--- config.mk ---
export PLATFORM = sky130hd
export DESIGN_NAME = sop_plane
export DESIGN_NICKNAME = d
export VERILOG_FILES = /design/src/rtl/sop_pkg.sv /design/src/rtl/sop_rst_sync.sv /design/src/rtl/sop_cfg_chain.sv /design/src/rtl/sop_and_plane.sv /design/src/rtl/sop_or_plane.sv /design/src/rtl/sop_plane.sv
export SDC_FILE = /design/constraint.sdc
export NUM_CORES = 1
export LEC_CHECK = 0
export ABC_AREA = 1
export BUFFER_PORTS_ARGS = -buffer_cell sky130_fd_sc_hd__buf_4
export CAP_MARGIN = 0
export CORE_MARGIN = 2
export CORE_UTILIZATION = 60
export CTS_CLUSTER_SIZE = 28
export DETAILED_ROUTE_END_ITERATION = 6
export HOLD_SLACK_MARGIN = 0.1
export MAX_ROUTING_LAYER = met4
export PLACE_DENSITY = 0.77
export SLEW_MARGIN = 20
export SYNTH_ARGS = -nofsm -noshare
export SYNTH_HDL_FRONTEND = slang
export SYNTH_SLANG_ARGS = --single-unit
--- constraint.sdc ---
create_clock -name clk_i -period 10.9 [get_ports clk_i]
set_input_delay 0.545 -clock clk_i [delete_from_list [all_inputs] [get_ports clk_i]]
set_output_delay 0.545 -clock clk_i [all_outputs]
set_load 0.005 [all_outputs]
--- src/rtl/sop_pkg.sv ---
package sop_pkg;
  typedef enum logic {
    MODE_FIXED_OR = 1'b0,
    MODE_PROG_OR  = 1'b1
  } or_mode_e;
endpackage

--- src/rtl/sop_rst_sync.sv ---
module sop_rst_sync (
  input  logic clk_i,
  input  logic rst_ni,
  output logic rst_no
);
  logic [1:0] sync_q;

  always_ff @(posedge clk_i or negedge rst_ni) begin
    if (!rst_ni) sync_q <= '0;
    else         sync_q <= {sync_q[0], 1'b1};
  end

  assign rst_no = sync_q[1];
endmodule

--- src/rtl/sop_cfg_chain.sv ---
module sop_cfg_chain #(
  parameter int unsigned W = 16
) (
  input  logic         clk_i,
  input  logic         rst_ni,
  input  logic         en_i,
  input  logic         din_i,
  output logic [W-1:0] cfg_o
);
  logic [W-1:0] cfg_q, cfg_d;

  always_comb begin
    cfg_d = cfg_q;
    if (en_i) cfg_d = {cfg_q[W-2:0], din_i};
  end

  always_ff @(posedge clk_i or negedge rst_ni) begin
    if (!rst_ni) cfg_q <= '0;
    else         cfg_q <= cfg_d;
  end

  assign cfg_o = cfg_q;

  AST_CFG_FROZEN: assert property (@(posedge clk_i) disable iff (!rst_ni)
    !en_i |=> $stable(cfg_q));
endmodule

--- src/rtl/sop_and_plane.sv ---
module sop_and_plane #(
  parameter int unsigned N_VAR  = 6,
  parameter int unsigned N_TERM = 8
) (
  input  logic                      clk_i,
  input  logic                      rst_ni,
  input  logic [N_VAR-1:0]          lit_i,
  input  logic [N_TERM*2*N_VAR-1:0] conn_i,
  output logic [N_TERM-1:0]         term_o
);
  localparam int unsigned ROW_W = 2 * N_VAR;

  for (genvar t = 0; t < N_TERM; t++) begin : g_term
    logic [ROW_W-1:0] row;
    logic [N_VAR-1:0] pos_sel, neg_sel;
    logic             prod;

    assign row = conn_i[t*ROW_W +: ROW_W];

    for (genvar v = 0; v < N_VAR; v++) begin : g_split
      assign pos_sel[v] = row[2*v+1];
      assign neg_sel[v] = row[2*v];
    end

    always_comb begin
      prod = 1'b1;
      for (int v = 0; v < N_VAR; v++) begin
        if (pos_sel[v] && !lit_i[v]) prod = 1'b0;
        if (neg_sel[v] &&  lit_i[v]) prod = 1'b0;
      end
    end

    assign term_o[t] = (|row) & prod;

    AST_EMPTY_TERM_LOW: assert property (@(posedge clk_i) disable iff (!rst_ni)
      (row == '0) |-> !term_o[t]);
    AST_CONFLICT_TERM_LOW: assert property (@(posedge clk_i) disable iff (!rst_ni)
      (|(pos_sel & neg_sel)) |-> !term_o[t]);
  end
endmodule

--- src/rtl/sop_or_plane.sv ---
module sop_or_plane #(
  parameter int unsigned N_TERM = 8,
  parameter int unsigned N_OUT  = 2
) (
  input  logic                     clk_i,
  input  logic                     rst_ni,
  input  sop_pkg::or_mode_e        mode_i,
  input  logic                     hold_i,
  input  logic [N_TERM-1:0]        term_i,
  input  logic [N_OUT*N_TERM-1:0]  or_cfg_i,
  output logic [N_OUT-1:0]         y_o
);
  import sop_pkg::*;

  localparam int unsigned TPO = N_TERM / N_OUT;

  for (genvar o = 0; o < N_OUT; o++) begin : g_out
    logic [N_TERM-1:0] grp, row, sel;

    for (genvar t = 0; t < N_TERM; t++) begin : g_grp
      assign grp[t] = ((t / TPO) == o) ? 1'b1 : 1'b0;
    end

    assign row     = or_cfg_i[o*N_TERM +: N_TERM];
    assign sel     = (mode_i == MODE_PROG_OR) ? row : grp;
    assign y_o[o]  = !hold_i && (|(term_i & sel));

    AST_FIXED_GROUP_ONLY: assert property (@(posedge clk_i) disable iff (!rst_ni)
      ((mode_i == MODE_FIXED_OR) && ((term_i & grp) == '0)) |-> !y_o[o]);
    AST_PROG_ROUTE: assert property (@(posedge clk_i) disable iff (!rst_ni)
      ((mode_i == MODE_PROG_OR) && !hold_i && (|(term_i & row))) |-> y_o[o]);
  end
endmodule

--- src/rtl/sop_plane.sv ---
module sop_plane #(
  parameter int unsigned N_IN   = 4,
  parameter int unsigned N_FB   = 2,
  parameter int unsigned N_TERM = 8,
  parameter int unsigned N_OUT  = 2
) (
  input  logic              clk_i,
  input  logic              rst_ni,
  input  logic              cfg_en_i,
  input  logic              cfg_din_i,
  input  logic [N_IN-1:0]   in_i,
  input  logic [N_FB-1:0]   fb_i,
  output logic [N_OUT-1:0]  y_o
);
  import sop_pkg::*;

  localparam int unsigned N_VAR = N_IN + N_FB;
  localparam int unsigned AND_W = N_TERM * 2 * N_VAR;
  localparam int unsigned OR_W  = N_OUT * N_TERM;
  localparam int unsigned CFG_W = 1 + AND_W + OR_W;

  logic              rst_sync_n;
  logic [CFG_W-1:0]  cfg;
  logic [N_VAR-1:0]  lit;
  logic [N_TERM-1:0] terms;
  or_mode_e          mode;

  sop_rst_sync u_rst_sync (
    .clk_i  (clk_i),
    .rst_ni (rst_ni),
    .rst_no (rst_sync_n)
  );

  sop_cfg_chain #(.W(CFG_W)) u_chain (
    .clk_i  (clk_i),
    .rst_ni (rst_sync_n),
    .en_i   (cfg_en_i),
    .din_i  (cfg_din_i),
    .cfg_o  (cfg)
  );

  assign lit  = {fb_i, in_i};
  assign mode = or_mode_e'(cfg[CFG_W-1]);

  sop_and_plane #(.N_VAR(N_VAR), .N_TERM(N_TERM)) u_and (
    .clk_i  (clk_i),
    .rst_ni (rst_sync_n),
    .lit_i  (lit),
    .conn_i (cfg[OR_W +: AND_W]),
    .term_o (terms)
  );

  sop_or_plane #(.N_TERM(N_TERM), .N_OUT(N_OUT)) u_or (
    .clk_i    (clk_i),
    .rst_ni   (rst_sync_n),
    .mode_i   (mode),
    .hold_i   (cfg_en_i),
    .term_i   (terms),
    .or_cfg_i (cfg[OR_W-1:0]),
    .y_o      (y_o)
  );

  AST_QUIET_DURING_LOAD: assert property (@(posedge clk_i) disable iff (!rst_sync_n)
    cfg_en_i |-> (y_o == '0));
endmodule

==> results of run 1 <==
## flip-flops by register name (all words and copies together), names as in the netlist
name	cells
u_chain.cfg_o	113
u_rst_sync.sync_q	2
## path summary, 6_finish.rpt
check / slack [ns] / to / startpoint
max in group asynchronous: 9.28 / u_chain.cfg_o[110] / u_rst_sync.sync_q[1]
setup reg to reg: 9.28 / u_chain.cfg_o[110] / u_rst_sync.sync_q[1]
hold / removal: 0.25 / u_chain.cfg_o[0] / cfg_din_i
hold reg to reg: 0.31 / u_chain.cfg_o[62] / u_rst_sync.sync_q[1]
min in group asynchronous: 0.31 / u_chain.cfg_o[62] / u_rst_sync.sync_q[1]
setup / recovery: 8.34 / y_o[0] / u_chain.cfg_o[112]
## layout by cell type (no fill, tap or decap)
cell	synthesis	final
nand2_1	176	176
nor2_1	124	124
dfrtp_1	115	114
inv_1	79	79
o21ai_0	79	79
a21oi_1	51	51
nand3_1	29	29
clkbuf_16	0	16
buf_4	2	12
nand4_1	11	11
o21ai_1	7	7
nor2_2	4	4
bufinv_16	0	4
inv_6	0	4
nand3b_1	3	3
clkinvlp_4	0	3
clkinv_4	0	2
clkinv_2	0	2
nand2_2	1	1
clkbuf_8	0	1
dlygate4sd3_1	0	1
buf_6	2	1
conb_1	1	1
dfrtp_4	0	1
## worst max-delay path, delay by kind of cell (launching register included)
family	cells	cell delay, ns
buffers and inverters	2	0.24
and+or+nand+nor	4	0.31
DFF	1	0.70
AOI/OAI and AO/OA	1	0.23
## final cells by class
class | count | area, um^2 | area share (%)
Sequential cell | 115 | 2880 | 47.0
Multi-Input combinational cell | 486 | 2080 | 34.0
Clock buffer | 17 | 414 | 6.76
Inverter | 79 | 297 | 4.84
Clock inverter | 15 | 205 | 3.35
Tap cell | 108 | 135 | 2.21
Timing Repair Buffer | 14 | 111 | 1.82
## per-layer routing
layer	part of all wire, %	vias to the layer above	wire [um]
met1	45	2113	5340
met4	2.2	0	257
li1	-	2242	-
met3	5.4	29	642
met5	0	-	0
met2	48	113	5650
## power by group
part / switching, mW / internal, mW / total, mW
registers: 0.0623 / 0.490 / 0.552
clock network: 0.208 / 0.373 / 0.582
logic: 0.100 / 0.0572 / 0.157
total: 0.371 / 0.921 / 1.29
## cells by family (layout without fill, tap and decap cells)
family          Yosys count  in the layout  share of synthesized area, %
buf+inv                 112            125                          8.28
flops                   115            115                          53.2
compound gates          137            137                          12.7
other cells               1              1                        0.0693
simple gates            348            348                          25.8
==> impl_metrics.toml, run 1 <==
[sta]
slew_headroom_pct = 40.0
grt_setup_unrepaired = "false"
hold_viol = 0
min_period_ns = 2.56
fmax_mhz = 391
finalCritPeriodShare_pct = 23.5
worst_pin_slew_ns = 0.899
setup_violations = 0
slew_violations = 0
skew_ns = 0.00886
hold_ws_ns = 0.247
tns_ns = 0
layout_setup_ws_ns = 8.34

[floorplan]
rows = 34
coreArea_um2 = 8720
die_y_um = 98.9
die_area_um2 = 9790
dieWidth_um = 98.9
start_util_pct = 62.0
io_pins = 12

[setup_path]
path_class = "flip-flop to output pin"
end_kind = "output pin"
arrival_ns = 2.01
cp_max_fo = 17
r2r_cells = 1
slowest_delay_ns = 0.70
slowest_stage = "dfrtp_1"
cpMostUsedCell = "nand2_1"
critical_path.startpoint_type = "flip-flop"
critPathRequiredTime_ns = 10.36
path_cells = "nand2_1 > inv_1 > nand4_1 > nand2_1 > nor2_1 > a21oi_1 > buf_4"

[layout]
layout-drive-gt1-share_pct = 7.02
antenna_cells = 0
instances_no_fill = 834
nNetsFinal = 723
final_area_um2 = 6130
fillCellCount = 660
final_util_pct = 70.3
syn2layout_area_growth_pct = 13.3

[flow_run]
drv_cap = 0

[logic_synthesis]
async_reset_ff_share_pct = 100
synth_most_common_cell = "nand2_1"
dominantRegCellSynth = "dfrtp_1"
synthTopCellsByArea = "dfrtp_1 53%, nand2_1 12%, nor2_1 8.6%, o21ai_0 7.3%, inv_1 5.5%"
ys_ff_latch = 115
synth.net_count = 723
synth_cell_types = 18
syn_avg_cell_area_um2 = 7.59
synth_cells = 713
yosys_warnings = 0
seq_area_frac_synth_pct = 53.2
post-synth-top-area-fraction_pct = 53.2
synth_commonest_cells = "176 x nand2_1, 124 x nor2_1, 115 x dfrtp_1"
synth_area_leader_cell = "dfrtp_1"
synth_edf_count = 0
synth_area_um2 = 5410

[clock_network]
post_cts_buffers = 0
clk_pin_slew_ns = 0.06
cts_inserted_buffers = 17
hold_buffers = 1
cts_tree = "built"
cts.path.max_buffers = 2
cts_resized = 0
cts.sinks = 115
clkLatencyLatePin_ns = 0.52
h-tree-depth = 4
cts_root_buf = "clkbuf_8"

[global_route]
met3_usage_pct = 5.96
antenna_found_initial = 0
grtUsageTotal_pct = 27.1
grt_use_met1_pct = 36.1
grt_pass1_vias = 4261
grt_max_degree = 134
grt_pass1_wl_um = 20200
grt_util_met2_pct = 41.7
busiest_layer = "met2"
grt-ovfl-total = 0

[place]
dp_hpwl_um = 7590
place_ws_ns = 8.55
io_buffer_count = 11
place_area_um2 = 5500
dp.cells = 801
gp_congestion = 0.888

[power_and_ir_drop]
power_leakage_nw = 3.00
p_total_mw = 1.29
power.density_nw_per_um2 = 211
peakVddDrop_uv = 127

[routing]
totalWireLength_um = 11900
wl_per_cell_um = 14.3
first_iter_violations = 266
ant_nets = 0
drc = 0
viasPerCell = 5.39
first_pass_iters = 4
vias = 4497

[hold_path]
hp-class = "primary input to flip-flop"
hold_path_depth = 3

[outcome]
outcome = "complete, no violations"
No activity file was read; power rests on OpenSTA's default activity.
==> run 2: changes to the inputs <==
Settings changed: CORE_UTILIZATION 60 to 56, PLACE_DENSITY 0.77 to 0.75.
Clock period 10.9 ns to 2.1 ns, I/O delays scaled along.
==> run 2 against run 1 <==
Compared with the run above: global-route usage fell by 0.50 points; power rose to 5.2 times the previous value; flip-flop and latch count did not move; utilization fell by 2.6 points; combinational power rose to 5.5 times the previous value; critical path depth rose by 3; cell count rose by 3.4%; setup slack got worse by 8.2 ns; routed wire length rose by 1.1%; clock skew fell by 0.0043 ns.
==> impl_metrics.toml, run 2 (synthesis results as in run 1) <==
[outcome]
outcome = "complete, no violations"

[sta]
setup_violations = 0
fmax_mhz = 505
min_period_ns = 1.98
finalCritPeriodShare_pct = 94.3
worst_pin_slew_ns = 0.593
skew_ns = 0.00461
hold_ws_ns = 0.355
slew_violations = 0
tns_ns = 0
grt_setup_unrepaired = "true"
slew_headroom_pct = 60.5
hold_viol = 0

[setup_path]
end_kind = "output pin"
slowest_stage = "dfrtp_1"
startpoint = "u_chain.cfg_o[74]"
critPathRequiredTime_ns = 2.00
slowest_delay_ns = 0.38
critical_path.startpoint_type = "flip-flop"
cpMostUsedCell = "nand2_1"
rr_startpoint = "u_chain.cfg_o[112]"
crit_buf_inv = 2
path_cells = "inv_1 > nand2_1 > o21ai_0 > nand2_1 > nor2_1 > nand3_1 > nand2_1 > nor2_1 > a21oi_2 > buf_4"
arrival_ns = 1.87
path_class = "flip-flop to output pin"
cp_max_fo = 3
cpLargestDelayFamily = "simple AND/OR/NAND/NOR gates"

[clock_network]
cts.path.max_buffers = 2
h-tree-depth = 4
cts_root_buf = "clkbuf_8"
clkLatencyLatePin_ns = 0.53
cts_tree = "built"
clk_pin_slew_ns = 0.06
cts.sinks = 115
cts_inserted_buffers = 17

[place]
io_buffer_count = 11
gp_congestion = 0.909
dp_hpwl_um = 7860
place_area_um2 = 5580
dp.cells = 824

[layout]
final_cell_mix = "176 x nand2_1, 110 x nor2_1, 110 x dfrtp_1, 77 x o21ai_0, 74 x inv_1"
largest_register_ffs = 113
final_util_pct = 67.6
nNetsFinal = 730
layout-drive-gt1-share_pct = 11.1
final_common_cell = "nand2_1"
final_area_um2 = 6310
instances_no_fill = 862
syn2layout_area_growth_pct = 16.6
antenna_cells = 0

[routing]
drc = 0
vias = 4565
first_iter_violations = 362
viasPerCell = 5.30
ant_nets = 0
totalWireLength_um = 12000
wl_per_cell_um = 14.0
first_pass_iters = 5

[flow_run]
drv_cap = 0

[global_route]
antenna_found_initial = 0
grt_max_degree = 114
grt_pass1_vias = 4295
grtUsageTotal_pct = 26.6
grt_pass1_wl_um = 20300
grt-ovfl-total = 0

[power_and_ir_drop]
peakVddDrop_uv = 725
seqPwrFrac_pct = 42.5
p_int_mw = 4.81
power_leakage_nw = 3.03
power.density_nw_per_um2 = 1070
p_clk_share_pct = 44.6
p_sw_mw = 1.94
p_comb_share_pct = 12.9
switching_share_pct = 28.7

[floorplan]
start_util_pct = 58.0
io_pins = 12
coreArea_um2 = 9330
rows = 35
dieWidth_um = 102
die_y_um = 102
die_area_um2 = 10500

[hold_path]
hp-class = "flip-flop to flip-flop"
hp-start = "u_rst_sync.sync_q[0]"
==> run 2: path summary, 6_finish.rpt <==
path	end	slack [ns]	cells after the start
min in group asynchronous	u_chain.cfg_o[32]	0.40	1
min	u_rst_sync.sync_q[1]	0.36	0
max in group asynchronous	u_chain.cfg_o[77]	1.25	1
max	y_o[0]	0.12	10
min reg2reg	u_rst_sync.sync_q[1]	0.36	0
max reg2reg	u_chain.cfg_o[112]	1.23	2
==> run 2: layout make-up <==
cell class              instances  area [um^2]
clock inverters                15          206
flip-flops and latches        115         2890
multi-input cells             486         2130
clock buffers                  17          414
fillers                       803         3020
inverters                      79          297
well taps                     129          161
repair buffers                 21          209
==> run 2: power by group through the flow <==
stage                     sequential [mW]  clock [mW]  combinational (mW)
after global routing                 2.92        3.15                1.02
final                                2.87        3.00               0.871
after floorplan                      2.80           0               0.643
after detailed placement             2.89           0               0.837
after global placement               2.88           0               0.805
after CTS                            2.85        3.05               0.849
==> run 2: stage by stage <==
stage	worst slack, ns	power, mW
floorplan	0.178	3.44
global placement	0.581	3.68
detailed placement	0.607	3.72
CTS	0.00704	6.75
global route	-0.0202	7.09
finish	0.120	6.74
==> run 2: layer usage <==
layer	track usage, %	vias up	share of wire (%)	wire length, um
met2	41.1	107	49	5840
met1	33.5	2185	45	5360
met3	7.93	17	5.4	652
met4	9.23	0	1.5	182
li1	-	2256	-	-
met5	-	-	0	0
==> run 2: timing repair <==
item	4_1_cts	5_1_grt
pin swaps	0	18
setup endpoints to repair	1	2
endpoints found under the hold margin	30	0
setup buffers	0	2
hold buffers	4	0
gates resized for setup	1	28
